[config.mk]
export PLATFORM = sky130hd
export DESIGN_NAME = dual_dptr_unit
export DESIGN_NICKNAME = d
export VERILOG_FILES = /design/src/rtl/dptr_pkg.sv /design/src/rtl/dptr_select_reg.sv /design/src/rtl/dptr_bank.sv /design/src/rtl/dual_dptr_unit.sv
export SDC_FILE = /design/constraint.sdc
export NUM_CORES = 1
export LEC_CHECK = 0
export ABC_AREA = 1
export BUFFER_PORTS_ARGS = -buffer_cell sky130_fd_sc_hd__buf_2
export CAP_MARGIN = 25
export CORE_UTILIZATION = 40
export CTS_CLUSTER_SIZE = 40
export DETAILED_ROUTE_END_ITERATION = 8
export GPL_TIMING_DRIVEN = 0
export HOLD_SLACK_MARGIN = 0.08
export PLACE_DENSITY = 0.63
export SKIP_LAST_GASP = 1
export SYNTH_ARGS = -nofsm -noshare
export SYNTH_HDL_FRONTEND = slang
export SYNTH_SLANG_ARGS = --single-unit
[constraint.sdc]
create_clock -name clk -period 1.9 [get_ports clk]
set_input_delay 0.095 -clock clk [delete_from_list [all_inputs] [get_ports clk]]
set_output_delay 0.095 -clock clk [all_outputs]
set_load 0.01 [all_outputs]
[src/rtl/dptr_pkg.sv]
package dptr_pkg;
  localparam int BYTE_W = 8;
  typedef logic [BYTE_W-1:0] byte_t;

  // Bits of the select register that hold state: select (0) and storage (3, 4)
  localparam byte_t SEL_KEEP = 8'b0001_1001;

  function automatic byte_t sel_clean(byte_t v);
    return v & SEL_KEEP;
  endfunction

  function automatic byte_t byte_step(byte_t v);
    return v + byte_t'(1);
  endfunction
endpackage

[src/rtl/dptr_select_reg.sv]
module dptr_select_reg
  import dptr_pkg::*;
(
  input  logic  clk,
  input  logic  rst_n,
  input  logic  wr,
  input  logic  bump,
  input  byte_t wdata,
  output logic  sel,
  output byte_t rdata
);
  byte_t sel_q;
  byte_t sel_next;

  always_comb begin
    sel_next = sel_q;
    if (wr)        sel_next = sel_clean(wdata);
    else if (bump) sel_next = sel_clean(byte_step(sel_q));
  end

  always_ff @(posedge clk) begin
    if (!rst_n) sel_q <= '0;
    else        sel_q <= sel_next;
  end

  assign sel   = sel_q[0];
  assign rdata = sel_q;


  sel_reserved_zero_chk: assert property (@(posedge clk) disable iff (!rst_n)
    wr |=> (rdata[7:5] == 3'b000) && (rdata[2:1] == 2'b00));


  sel_bump_flip_chk: assert property (@(posedge clk) disable iff (!rst_n)
    (bump && !wr) |=> (sel != $past(sel)) && (rdata[4:3] == $past(rdata[4:3])));
endmodule

[src/rtl/dptr_bank.sv]
module dptr_bank #(
  parameter int PTR_W   = 16,
  parameter int NUM_PTR = 2
) (
  input  logic                     clk,
  input  logic                     rst_n,
  input  logic [$clog2(NUM_PTR)-1:0] sel,
  input  logic                     load,
  input  logic [PTR_W-1:0]         load_val,
  input  logic                     step16,
  input  logic                     wr_lo,
  input  logic                     wr_hi,
  input  logic                     bump_lo,
  input  logic                     bump_hi,
  input  logic [PTR_W/2-1:0]       wdata,
  output logic [PTR_W-1:0]         active_q,
  output logic [PTR_W-1:0]         idle_q
);
  localparam int SEL_W = $clog2(NUM_PTR);
  localparam int HALF  = PTR_W / 2;

  function automatic logic [PTR_W-1:0] ptr_next(logic [PTR_W-1:0] p);
    return p + PTR_W'(1);
  endfunction

  function automatic logic [HALF-1:0] half_next(logic [HALF-1:0] h);
    return h + HALF'(1);
  endfunction

  logic [NUM_PTR-1:0][PTR_W-1:0] ptr_all;
  logic [SEL_W-1:0]              idle_idx;
  logic                          bank_touch;

  assign bank_touch = load | step16 | wr_lo | wr_hi | bump_lo | bump_hi;
  assign idle_idx   = sel + SEL_W'(1);

  for (genvar g = 0; g < NUM_PTR; g++) begin : g_ptr
    logic             hit;
    logic [PTR_W-1:0] q;
    logic [PTR_W-1:0] d;

    assign hit = (sel == SEL_W'(g));

    always_comb begin
      d = q;
      if (hit) begin
        if (load)         d = load_val;
        else if (step16)  d = ptr_next(q);
        else if (wr_lo)   d[HALF-1:0] = wdata;
        else if (wr_hi)   d[PTR_W-1:HALF] = wdata;
        else if (bump_lo) d[HALF-1:0] = half_next(q[HALF-1:0]);
        else if (bump_hi) d[PTR_W-1:HALF] = half_next(q[PTR_W-1:HALF]);
      end
    end

    always_ff @(posedge clk) begin
      if (!rst_n) q <= '0;
      else        q <= d;
    end

    assign ptr_all[g] = q;
  end

  assign active_q = ptr_all[sel];
  assign idle_q   = ptr_all[idle_idx];


  step_adds_one_chk: assert property (@(posedge clk) disable iff (!rst_n)
    (step16 && !load) |=> active_q == $past(active_q) + PTR_W'(1));


  load_takes_value_chk: assert property (@(posedge clk) disable iff (!rst_n)
    load |=> active_q == $past(load_val));


  idle_ptr_kept_chk: assert property (@(posedge clk) disable iff (!rst_n)
    bank_touch |=> $stable(idle_q));


  bump_lo_no_carry_chk: assert property (@(posedge clk) disable iff (!rst_n)
    (bump_lo && !(load || step16 || wr_lo || wr_hi))
      |=> active_q[PTR_W-1:HALF] == $past(active_q[PTR_W-1:HALF]));
endmodule

[src/rtl/dual_dptr_unit.sv]
module dual_dptr_unit
  import dptr_pkg::*;
#(
  parameter int         PTR_W    = 16,
  parameter logic [7:0] ADDR_LO  = 8'h82,
  parameter logic [7:0] ADDR_HI  = 8'h83,
  parameter logic [7:0] ADDR_SEL = 8'hA2
) (
  input  logic             clk,
  input  logic             rst_n,
  input  logic [7:0]       sfr_addr,
  input  logic             sfr_wr,
  input  logic             sfr_inc,
  input  logic [7:0]       sfr_wdata,
  output logic [7:0]       sfr_rdata,
  input  logic             ptr_step,
  input  logic             ptr_load,
  input  logic [PTR_W-1:0] ptr_load_val,
  output logic [PTR_W-1:0] ptr_addr,
  output logic             ptr_sel
);
  localparam int HALF = PTR_W / 2;

  logic             hit_lo, hit_hi, hit_sel;
  logic             sel_bit;
  byte_t            sel_rdata;
  logic [PTR_W-1:0] live_ptr, idle_ptr;

  assign hit_lo  = (sfr_addr == ADDR_LO);
  assign hit_hi  = (sfr_addr == ADDR_HI);
  assign hit_sel = (sfr_addr == ADDR_SEL);

  dptr_select_reg i_sel (
    .clk   (clk),
    .rst_n (rst_n),
    .wr    (sfr_wr  && hit_sel),
    .bump  (sfr_inc && hit_sel),
    .wdata (sfr_wdata),
    .sel   (sel_bit),
    .rdata (sel_rdata)
  );

  dptr_bank #(.PTR_W(PTR_W), .NUM_PTR(2)) i_bank (
    .clk      (clk),
    .rst_n    (rst_n),
    .sel      (sel_bit),
    .load     (ptr_load),
    .load_val (ptr_load_val),
    .step16   (ptr_step),
    .wr_lo    (sfr_wr  && hit_lo),
    .wr_hi    (sfr_wr  && hit_hi),
    .bump_lo  (sfr_inc && hit_lo),
    .bump_hi  (sfr_inc && hit_hi),
    .wdata    (sfr_wdata),
    .active_q (live_ptr),
    .idle_q   (idle_ptr)
  );

  always_comb begin
    sfr_rdata = '0;
    if (hit_lo)       sfr_rdata = live_ptr[HALF-1:0];
    else if (hit_hi)  sfr_rdata = live_ptr[PTR_W-1:HALF];
    else if (hit_sel) sfr_rdata = sel_rdata;
  end

  assign ptr_addr = live_ptr;
  assign ptr_sel  = sel_bit;

  // input assumption: one operation per cycle
  strobe_exclusive_chk: assert property (@(posedge clk) disable iff (!rst_n)
    $onehot0({sfr_wr, sfr_inc, ptr_step, ptr_load}));


  sel_swap_route_chk: assert property (@(posedge clk) disable iff (!rst_n)
    (ptr_sel != $past(ptr_sel)) |-> ptr_addr == $past(idle_ptr));


  undecoded_quiet_chk: assert property (@(posedge clk) disable iff (!rst_n)
    ((sfr_wr || sfr_inc) && !hit_lo && !hit_hi && !hit_sel)
      |=> $stable(ptr_addr) && $stable(ptr_sel));
endmodule

==> results.ini, run 1 <==
[status]
run_status=finished, final reports clean

[clocking]
cts_tree=yes
worst_skew_pair.late_latency_ps=300
clk_path_buf_depth=2
postCtsSetupRepairBufs=0
clock_sinks=35
clk_pin_slew_ps=80
cts_made_buffers=5
cts_root_buf=clkbuf_8
htreeDepth=2
ctsHoldBuffers=0

[grt]
grt_pass1_vias=3891
antenna_found_initial=0
grt_max_degree=11
grt_overflow=0
grt_util_all_layers_pct=30.27
grt_pass1_wl_mm=20.23

[sta]
slew_headroom_pct=57.63
fin_hold_ws_ps=118.6
clock_skew_ps=6.501
period_share_pct=97.02
fmax_mhz=542.5
rsz0062_at_grt=no
finalMaxSlewViolations=0
setup_viol=0
finalHoldViolations=0
tightest_slew_ps=628.9
period_needed_ps=1843
fin_tns_setup_ps=0

[placed_design]
routabilityCongestion=0.9694
placed_cell_area_um2=3852
hpwl_mm=10.09
io_buffers=61

[logic_synthesis]
synthMuxAreaShare_pct=0
yosysMostFrequentCell=nand2_1
yosys.area_share.simple_pct=45.09
synth_top_cell_area_share_pct=22.53
syn_inst=630
synthArstFlopShare_pct=0
seq_area_frac_synth_pct=20.51
syn_area_um2=3416
synth_commonest_cells=nand2_1, nor2_1, inv_1
synth-edff-count=0
yosys.area_share.adder_pct=1.465
ys_types=30
avgSynthCellArea_um2=5.422
syn-num-nets=672
synth_flop_cell=dfxtp_1
yosys.area.top_type=nand2_1
synth_seq_cells=35
synth_top_family_by_area=simple AND/OR/NAND/NOR gates
ys_top_cells_by_area=nand2_1, dfxtp_1, nand3_1
synth_xor_xnor_area_share_pct=1.795
synth-compound-area-share_pct=17.69
yosys_warnings=0

[pwr]
power_leakage_nw=1.990
power_density_nw_per_um2=459.6
ir_drop_mv=0.3064

[drt]
avgRoutedWirePerCell_um=16.13
viasPerCell=5.358
dr.first_iter.drc_count=446
drc=0
postRouteAntennaNets=0
wl_mm=12.97
drt_pass1_iterations=5
vias=4308

[worst_setup_path]
cp.buffers_inverters=2
critPathKind=reg2out
slowest_stage=o21ai_0
crit_path_start_kind=flop
required_ps=1800
slowest_delay_ps=480
critPathCaptureType=output port
crit_fanout=7
critPathTopFamily=compound AO/OA/AOI/OAI gates
critical_path_arrival_ps=1750
crit_path_cell_trace=inv_1, o21ai_0, a22o_1, buf_2
reg2reg_slack_ps=170

[cells_and_area]
nets=740
syn2layout_area_growth_pct=15.75
drive_gt1_share_pct=14.59
final_util_pct=47.88
antenna_cells=0
fill_cells=925
stdcell_area_um2=3954

[floorplan]
row_count=33
dieArea_um2=8913
die_w_um=94.41
io-pin-count=63
initial_core_util_pct=41.36
die_y_um=94.41
core_um2=8258

[flow_run]
cap_violations=0

[min_path]
hp-class=in2reg

## cell type report
cell class	count	area (µm²)	area share, %
Buffer	23	165.2	4.177
Clock buffer	7	76.32	1.930
Clock inverter	1	5.005	0.1266
Inverter	80	300.3	7.595
Multi-Input combinational cell	492	2268	57.37
Sequential cell	35	701.9	17.75
Tap cell	105	131.4	3.323
Timing Repair Buffer	61	305.3	7.722
## flip-flops by register name, summed over array words and instances (netlist names)
signal / cells
i_sel.rdata: 3
i_bank.g_ptr.q: 32
## kinds of logic after synthesis
family,Yosys count
AOI/OAI and AO/OA,110
buffers and inverters,103
xor gates and xnor gates,7
DFF,35
and+or+nand+nor,371
adders and majority gates,4
## placed cells by master, fill, tap and decap left out, types with 2 or more instances in the layout
cell type,netlist,final
a22o_1,5,5
inv_1,80,80
ha_1,4,4
o21ai_1,2,3
nor2_4,2,2
nor2_1,81,81
dfxtp_1,35,34
a21oi_2,2,2
o21bai_1,2,2
o211ai_1,3,3
a21oi_1,41,41
nand3_1,68,68
buf_6,4,4
o21ai_0,53,50
or2_2,2,2
clkbuf_1,10,9
nand2_1,205,205
buf_4,1,2
nand2_4,2,2
nand4_1,4,4
clkbuf_2,0,2
clkbuf_8,3,8
buf_2,4,65
xor2_1,7,7
o21ai_2,1,3
nor2_2,4,4
## layer usage
layer	GRT usage (%)	routed length, µm	vias up
met3	4.509	1226	39
met4	16.03	535	0
met2	44.69	5545	233
met5	0	0	-
li1	-	-	2134
met1	42.15	5665	1902
## worst paths after layout
path | endpoint | cells past startpoint | start
max | sfr_rdata[5] | 4 | i_bank.g_ptr[0].q[13]
min | i_bank.g_ptr[0].q[11] | 3 | ptr_load_val[11]
max reg2reg | i_bank.g_ptr[0].q[6] | 9 | i_bank.g_ptr[0].q[0]
min reg2reg | i_sel.rdata[4] | 2 | i_sel.rdata[4]
## report_power, final
part           switching (mW)  total [mW]  leakage [nW]  internal, mW
registers              0.0393       0.802         0.286         0.763
clock network           0.316       0.575        0.0422         0.258
logic                   0.288       0.440          1.66         0.152
total                   0.644        1.82          1.99          1.17
## worst reg2reg max path, cell delays in order (launching register included)
cell	delay (ps)
dfxtp_1	430
ha_1	260
nand3_1	160
nor2_1	280
nor2_1	70
a21oi_1	130
nand2_1	60
o21ai_0	80
nand2_1	70
a21oi_1	110
## through the flow
step | cells | power, mW | setup WS, ps
floorplan | 630 | 1.067 | 456.6
global route | 804 | 1.890 | 3.060
global placement | 796 | 1.240 | 18.90
detailed placement | 796 | 1.243 | 62.13
finish | 804 | 1.817 | 56.57
CTS | 804 | 1.800 | 49.75
## timing repair
| item | CTS | global route |
|---|---|---|
| pin swaps | 0 | 0 |
| gates resized for setup | 6 | 6 |
| hold endpoints to repair | 0 | 0 |
| setup endpoints to repair | 10 | 6 |
(Power assumes the default switching activity.)
==> run 2, diff against run 1 <==
--- a/config.mk
+++ b/config.mk
@@ -5,9 +5,9 @@
 export SDC_FILE = /design/constraint.sdc
 export NUM_CORES = 1
 export LEC_CHECK = 0
-export ABC_AREA = 1
 export BUFFER_PORTS_ARGS = -buffer_cell sky130_fd_sc_hd__buf_2
 export CAP_MARGIN = 25
+export CORE_MARGIN = 2
 export CORE_UTILIZATION = 40
 export CTS_CLUSTER_SIZE = 40
 export DETAILED_ROUTE_END_ITERATION = 8
==> run 2 against run 1 <==
  * Die area fell by 1.9%
  * Critical path type is now reg2reg
  * Wire length fell by 12%
  * Via count is 17% lower
  * Worst hold slack got worse by 9.2 ps
  * Synthesized area decreased by 6.2%
  * Critical path depth increased by 2
  * Power decreased by 0.33%
  * Global-route usage down 3.7 points
  * Utilization increased by 1.3 points
  * Synthesized cell count is 34% lower
==> results.ini, run 2 <==
[drt]
viasPerCell=6.104  ; +14%
drt_pass1_iterations=5  ; unchanged
postRouteAntennaNets=0  ; unchanged
drc=0  ; unchanged
dr.first_iter.drc_count=280  ; -37%
wl_mm=11.41  ; -12%
avgRoutedWirePerCell_um=19.53  ; +21%
vias=3565  ; -17%

[worst_setup_path]
crit_path_start_kind=flop
crit_fanout=6  ; -1
crit_path_cell_trace=ha_1, nand3_1, nor3_1, xor2_1, a221oi_1, a21oi_1
reg2reg_slack_ps=50  ; -120 ps
slowest_delay_ps=460  ; -20 ps
critPathKind=reg2reg
slowest_stage=dfxtp_1
cp.buffers_inverters=0  ; -2
critPathCaptureType=flop
critical_path_arrival_ps=2020  ; +270 ps
reg2reg_depth=6  ; -3
r2r_start=i_bank.g_ptr[1].q[9]
critPathTopFamily=flip-flops
worstReg2RegEnd=i_bank.g_ptr[1].q[12]
required_ps=2080  ; +280 ps

[clocking]
htreeDepth=2  ; unchanged
worst_skew_pair.late_latency_ps=290  ; about the same
cts_made_buffers=5  ; unchanged
clock_sinks=35  ; unchanged
cts_tree=yes
cts_root_buf=clkbuf_8
clk_path_buf_depth=2  ; unchanged
ctsHoldBuffers=0  ; unchanged
clk_pin_slew_ps=80  ; about the same

[sta]
period_needed_ps=1845  ; +1.613 ps
finalMaxSlewViolations=0  ; unchanged
finalHoldViolations=0  ; unchanged
fin_tns_setup_ps=0  ; unchanged
fin_hold_ws_ps=109.4  ; -9.249 ps
period_share_pct=97.11  ; about the same
fmax_mhz=542.0  ; about the same
tightest_slew_ps=655.1  ; +26.21 ps
clock_skew_ps=3.669  ; -2.832 ps
rsz0062_at_grt=yes
setup_viol=0  ; unchanged
slew_headroom_pct=55.76  ; -1.9 points

[floorplan]
initial_core_util_pct=41.47  ; +0.10 points
die_y_um=93.51  ; -0.96%
row_count=32  ; -3.0%
core_um2=7727  ; -6.4%
die_w_um=93.51  ; -0.96%
dieArea_um2=8743  ; -1.9%
io-pin-count=63  ; unchanged

[grt]
grt_pass1_wl_mm=18.13  ; -10%
grt_pass1_vias=3481  ; -11%
antenna_found_initial=0  ; unchanged
grt_util_all_layers_pct=26.61  ; -3.7 points
grt_max_degree=11  ; unchanged
grt_overflow=0  ; unchanged

[logic_synthesis]
synth_top_family_by_area=compound AO/OA/AOI/OAI gates
syn_inst=416  ; -34%
avgSynthCellArea_um2=7.703  ; +42%
synth_seq_cells=35  ; unchanged
synth_top_cell_area_share_pct=21.87  ; -0.66 points
ys_top_cells_by_area=dfxtp_1, a21oi_1, o21ai_0
yosys.area_share.simple_pct=25.11  ; -20 points
synth-edff-count=0  ; unchanged
synth_commonest_cells=a21oi_1, dfxtp_1, o21ai_0
seq_area_frac_synth_pct=21.87  ; +1.4 points
yosysMostFrequentCell=a21oi_1
yosys.area.top_type=dfxtp_1
ys_types=74  ; +150%
synthArstFlopShare_pct=0  ; unchanged
synthMuxAreaShare_pct=7.146  ; +7.1 points
syn_area_um2=3204  ; -6.2%
syn-num-nets=458  ; -32%
yosys.area_share.adder_pct=1.562  ; +0.097 points
synth_xor_xnor_area_share_pct=6.287  ; +4.5 points
synth-compound-area-share_pct=31.20  ; +14 points
yosys_warnings=0  ; unchanged
synth_flop_cell=dfxtp_1

[min_path]
whs_path_depth=3  ; unchanged
hp-class=in2reg
min_to=i_bank.g_ptr[0].q[4]
min-delay-start=ptr_load_val[4]

[cells_and_area]
antenna_cells=0  ; unchanged
fill_cells=789  ; -15%
syn2layout_area_growth_pct=18.70
largest_reg_flops=32  ; unchanged
largest_register=i_bank.g_ptr.q
drive_gt1_share_pct=28.22  ; +14 points
stdcell_area_um2=3804  ; -3.8%
layout_commonest_cell=buf_2
nets=524  ; -29%
most-common-layout-cells=buf_2, a21oi_1, o21ai_0, nor2_1, dfxtp_1

[placed_design]
io_buffers=61  ; unchanged
hpwl_mm=8.726  ; -14%
routabilityCongestion=0.9636  ; -0.60%
placed_cell_area_um2=3637  ; -5.6%

[status]
run_status=finished, final reports clean

[flow_run]
cap_violations=0  ; unchanged

[pwr]
ir_drop_mv=0.2661  ; -13%
power_leakage_nw=1.488  ; -25%
power_density_nw_per_um2=476.1  ; +3.6%

[run 2: cell count changes after synthesis, sizes merged, moves of 13 or more]
cell / before / now
nor2: 87 / 30
nand2: 208 / 21
inv: 80 / 10
nor3: 1 / 14
nand3: 68 / 18
a31oi: 0 / 14
mux2: 0 / 15
o21ai: 57 / 37
[run 2: kinds of logic after synthesis]
group                    count (synthesis)
AO/OA/AOI/OAI                          151
AND/OR/NAND/NOR                        137
buffers and inverters                   45
flip-flops                              35
XOR/XNOR                                23
multiplexers                            21
adder cells (fa/ha/maj)                  4
[run 2: through the flow]
step	utilization (%)	total power, mW	std cells	setup WS [ps]
2_1_floorplan	-	1.074	416	74.10
3_3_place_gp	47.07	1.235	579	-315.8
3_5_place_dp	47.07	1.240	579	-327.5
4_1_cts	48.79	1.815	587	2.305
5_1_grt	49.22	1.893	584	-46.43
6_report	49.22	1.811	584	54.96
[run 2: worst max-delay path by stage]
stage	endpoint	slack, ps	startpoint	depth (start not counted)
after floorplan	i_bank.g_ptr[0].q[0]	70	sfr_addr[5]	6
after global placement	i_bank.g_ptr[0].q[9]	-320	sfr_addr[3]	7
after detailed placement	i_bank.g_ptr[0].q[9]	-330	sfr_addr[3]	7
after CTS	i_bank.g_ptr[0].q[12]	2	i_bank.g_ptr[0].q[0]	6
after global routing	i_bank.g_ptr[1].q[12]	-50	i_bank.g_ptr[1].q[9]	6
final	i_bank.g_ptr[1].q[12]	50	i_bank.g_ptr[1].q[9]	6
[run 2: routing by layer]
metal,global-route usage (%),vias to the layer above,wire (µm)
li1,-,1702,-
met3,4.190,27,718
met2,44.18,135,5257
met5,0,-,0
met1,34.68,1701,5103
met4,9.804,0,328
[run 2: report_power, final]
group / switching (mW) / internal, mW / leakage (nW)
clock network: 0.289 / 0.285 / 0.0470
registers: 0.0436 / 0.760 / 0.289
logic: 0.253 / 0.180 / 1.15
[run 2: final cells by class]
| type | instances | area, µm² | share of cell area (%) |
|---|---|---|---|
| Multi-Input combinational cell | 336 | 2332 | 61.32 |
| Clock buffer | 6 | 82.58 | 2.171 |
| Timing Repair Buffer | 64 | 327.8 | 8.618 |
| Inverter | 11 | 41.29 | 1.086 |
| Sequential cell | 35 | 714.4 | 18.78 |
| Buffer | 29 | 172.7 | 4.539 |
| Tap cell | 102 | 127.6 | 3.355 |
| Clock inverter | 1 | 5.005 | 0.1316 |
[run 2: tightest hold or removal path, delay by kind of cell]
kind | cells | cell delay, ps
buf+inv | 1 | 90
compound gates | 2 | 180
[run 2: what timing repair did]
action                     4_1_cts  5_1_grt
setup buffers                    3        0
setup endpoints to repair       30       12
resized for setup               11       14
pin swaps                        0        3
gates cloned                     0        0
==> run 3, diff against run 2 <==
--- a/config.mk
+++ b/config.mk
@@ -5,9 +5,9 @@
 export SDC_FILE = /design/constraint.sdc
 export NUM_CORES = 1
 export LEC_CHECK = 0
-export BUFFER_PORTS_ARGS = -buffer_cell sky130_fd_sc_hd__buf_2
+export BUFFER_PORTS_ARGS = -buffer_cell sky130_fd_sc_hd__clkbuf_2
 export CAP_MARGIN = 25
-export CORE_MARGIN = 2
+export CORE_MARGIN = 5
 export CORE_UTILIZATION = 40
 export CTS_CLUSTER_SIZE = 40
 export DETAILED_ROUTE_END_ITERATION = 8
==> run 3 against run 2 <==
  * Critical endpoint is now sfr_rdata[7]
  * Register-to-register slack better by 40 ps
  * Critical path depth down 1
  * Highest routed layer unchanged
  * Count of clock-buffer cells in the layout increased by 1
  * Clock skew up 3.9 ps
  * Worst hold slack worse by 18 ps
  * Final area up 0.69%
  * Final cell count grew 0.68%
  * Maximum frequency shrank 1.1%
  * Combinational power barely moved
  * Flip-flop and latch count stayed put
  * Utilization increased by 0.084 points
==> results.ini, run 3 (same netlist as run 2, synthesis figures left out) <==
[status]
run_status=finished, final reports clean

[clocking]
cts_root_buf=clkbuf_8
worst_skew_pair.late_latency_ps=300  ; about the same
clk_path_buf_depth=2  ; unchanged
clk_pin_slew_ps=70  ; about the same
cts_tree=yes
cts_made_buffers=5  ; unchanged
htreeDepth=2  ; unchanged
clock_sinks=35  ; unchanged

[cells_and_area]
antenna_cells=0  ; unchanged
largest_reg_flops=32  ; unchanged
nets=527  ; +0.57%
fill_cells=810  ; +2.7%
largest_register=i_bank.g_ptr.q
syn2layout_area_growth_pct=19.52
stdcell_count=588  ; +0.68%
layout_commonest_cell=clkbuf_2
drive_gt1_share_pct=27.78  ; -0.44 points
most-common-layout-cells=clkbuf_2, a21oi_1, o21ai_0, nor2_1, dfxtp_1

[floorplan]
row_count=32  ; unchanged
core_um2=7767  ; +0.52%
initial_core_util_pct=41.25  ; -0.21 points
die_w_um=99.51  ; +6.4%
dieArea_um2=9901  ; +13%
die_y_um=99.51  ; +6.4%
io-pin-count=63  ; unchanged

[sta]
rsz0062_at_grt=yes
clock_skew_ps=7.603  ; +3.934 ps
finalMaxSlewViolations=0  ; unchanged
fmax_mhz=536.0  ; -1.1%
period_needed_ps=1866  ; +20.71 ps
tightest_slew_ps=601.4  ; -53.66 ps
period_share_pct=98.20  ; +1.1 points
slew_headroom_pct=59.90  ; +4.1 points
fin_tns_setup_ps=0  ; unchanged
setup_viol=0  ; unchanged
finalHoldViolations=0  ; unchanged

[worst_setup_path]
reg2reg_depth=5  ; -1
required_ps=1800  ; -280 ps
critPathKind=reg2out
crit_end=sfr_rdata[7]
r2r_start=i_bank.g_ptr[1].q[2]
crit_fanout=10  ; +4
crit_path_start_kind=flop
critical_path_arrival_ps=1770  ; -250 ps
critPathCaptureType=output port
worstReg2RegEnd=i_bank.g_ptr[1].q[11]
reg2reg_slack_ps=90  ; +40 ps
worstSetupStartpoint=i_sel.rdata[0]

[pwr]
power_leakage_nw=1.476  ; -0.83%
power_density_nw_per_um2=471.8  ; -0.92%
ir_drop_mv=0.2242  ; -16%

[drt]
avgRoutedWirePerCell_um=19.69  ; +0.78%
postRouteAntennaNets=0  ; unchanged
drc=0  ; unchanged
dr.first_iter.drc_count=244  ; -13%
wl_mm=11.58  ; +1.5%
vias=3601  ; +1.0%
drt_pass1_iterations=5  ; unchanged
viasPerCell=6.124  ; +0.32%

[grt]
grt_pass1_wl_mm=18.02  ; -0.65%
grt_pass1_vias=3472  ; -0.26%
antenna_found_initial=0  ; unchanged
grt_util_all_layers_pct=22.99  ; -3.6 points
grt_max_degree=11  ; unchanged
grt_overflow=0  ; unchanged

[flow_run]
cap_violations=0  ; unchanged

[min_path]
hp-class=in2reg
min-delay-start=sfr_addr[5]

[placed_design]
io_buffers=61  ; unchanged
dp.cells=579  ; unchanged
routabilityCongestion=0.9567  ; -0.72%
hpwl_mm=8.868  ; +1.6%

## run 3: changes by cell type in the layout (fill, tap and decap cells not counted), sizes merged
cell and delta:
clkbuf +64, buf -61, dlygate4sd3 +1
## run 3: worst min path at each step
stage,to,slack [ps],depth (start not counted)
global route,i_sel.rdata[0],110,3
floorplan,i_bank.g_ptr[1].q[9],260,2
CTS,i_sel.rdata[0],90,3
global placement,i_sel.rdata[0],410,3
finish,i_sel.rdata[0],90,3
detailed placement,i_bank.g_ptr[0].q[5],400,3
## run 3: where the power goes
part	leakage [nW]	switching, mW	internal (mW)
clock	0.0422	0.308	0.258
combinational	1.15	0.252	0.182
sequential	0.288	0.0464	0.761
total	1.48	0.605	1.20
## run 3: routing by layer
| layer | GRT usage (%) | up-vias | share of wire, % |
|---|---|---|---|
| met4 | 9.874 | 0 | 3.1 |
| li1 | - | 1711 | - |
| met2 | 37.81 | 158 | 46 |
| met3 | 4.839 | 29 | 8.7 |
| met1 | 29.01 | 1703 | 42 |
| met5 | 0 | - | 0 |
## run 3: critical path, stage by stage, from the launching register on
cell and delay [ps]:
dfxtp_2 440, clkbuf_4 290, mux2_2 410, mux2i_1 140, nor2_1 50, clkbuf_2 140
## run 3: cell type report
type / count / area (µm²) / share of cell area (%)
Multi-Input combinational cell: 336 / 2354 / 61.45
Sequential cell: 35 / 711.9 / 18.59
Buffer: 31 / 176.4 / 4.606
Tap cell: 102 / 127.6 / 3.332
Clock buffer: 7 / 76.32 / 1.993
Inverter: 11 / 41.29 / 1.078
Clock inverter: 1 / 5.005 / 0.1307
Timing Repair Buffer: 65 / 337.8 / 8.821
## run 3: timing repair
item                                   4_1_cts  5_1_grt
hold buffers                                 1        0
endpoints found under the hold margin        1        0
pin swaps                                    0        1
gates cloned                                 0        0
buffers inserted                             2        1
setup endpoints to repair                   30       18
resized for setup                            8       17
## run 3: metrics by stage
stage | hold WS, ps | util, % | worst slack [ps] | area, µm² | power, mW
finish | 91.31 | 49.31 | 34.24 | 3830 | 1.807
global route | 106.0 | 49.31 | -68.92 | 3830 | 1.869
CTS | 89.14 | 48.28 | 18.75 | 3750 | 1.789
detailed placement | 396.3 | 46.83 | -238.4 | 3637 | 1.239
global placement | 409.6 | 46.83 | -266.8 | 3637 | 1.233
floorplan | 258.4 | - | 74.10 | 3204 | 1.074
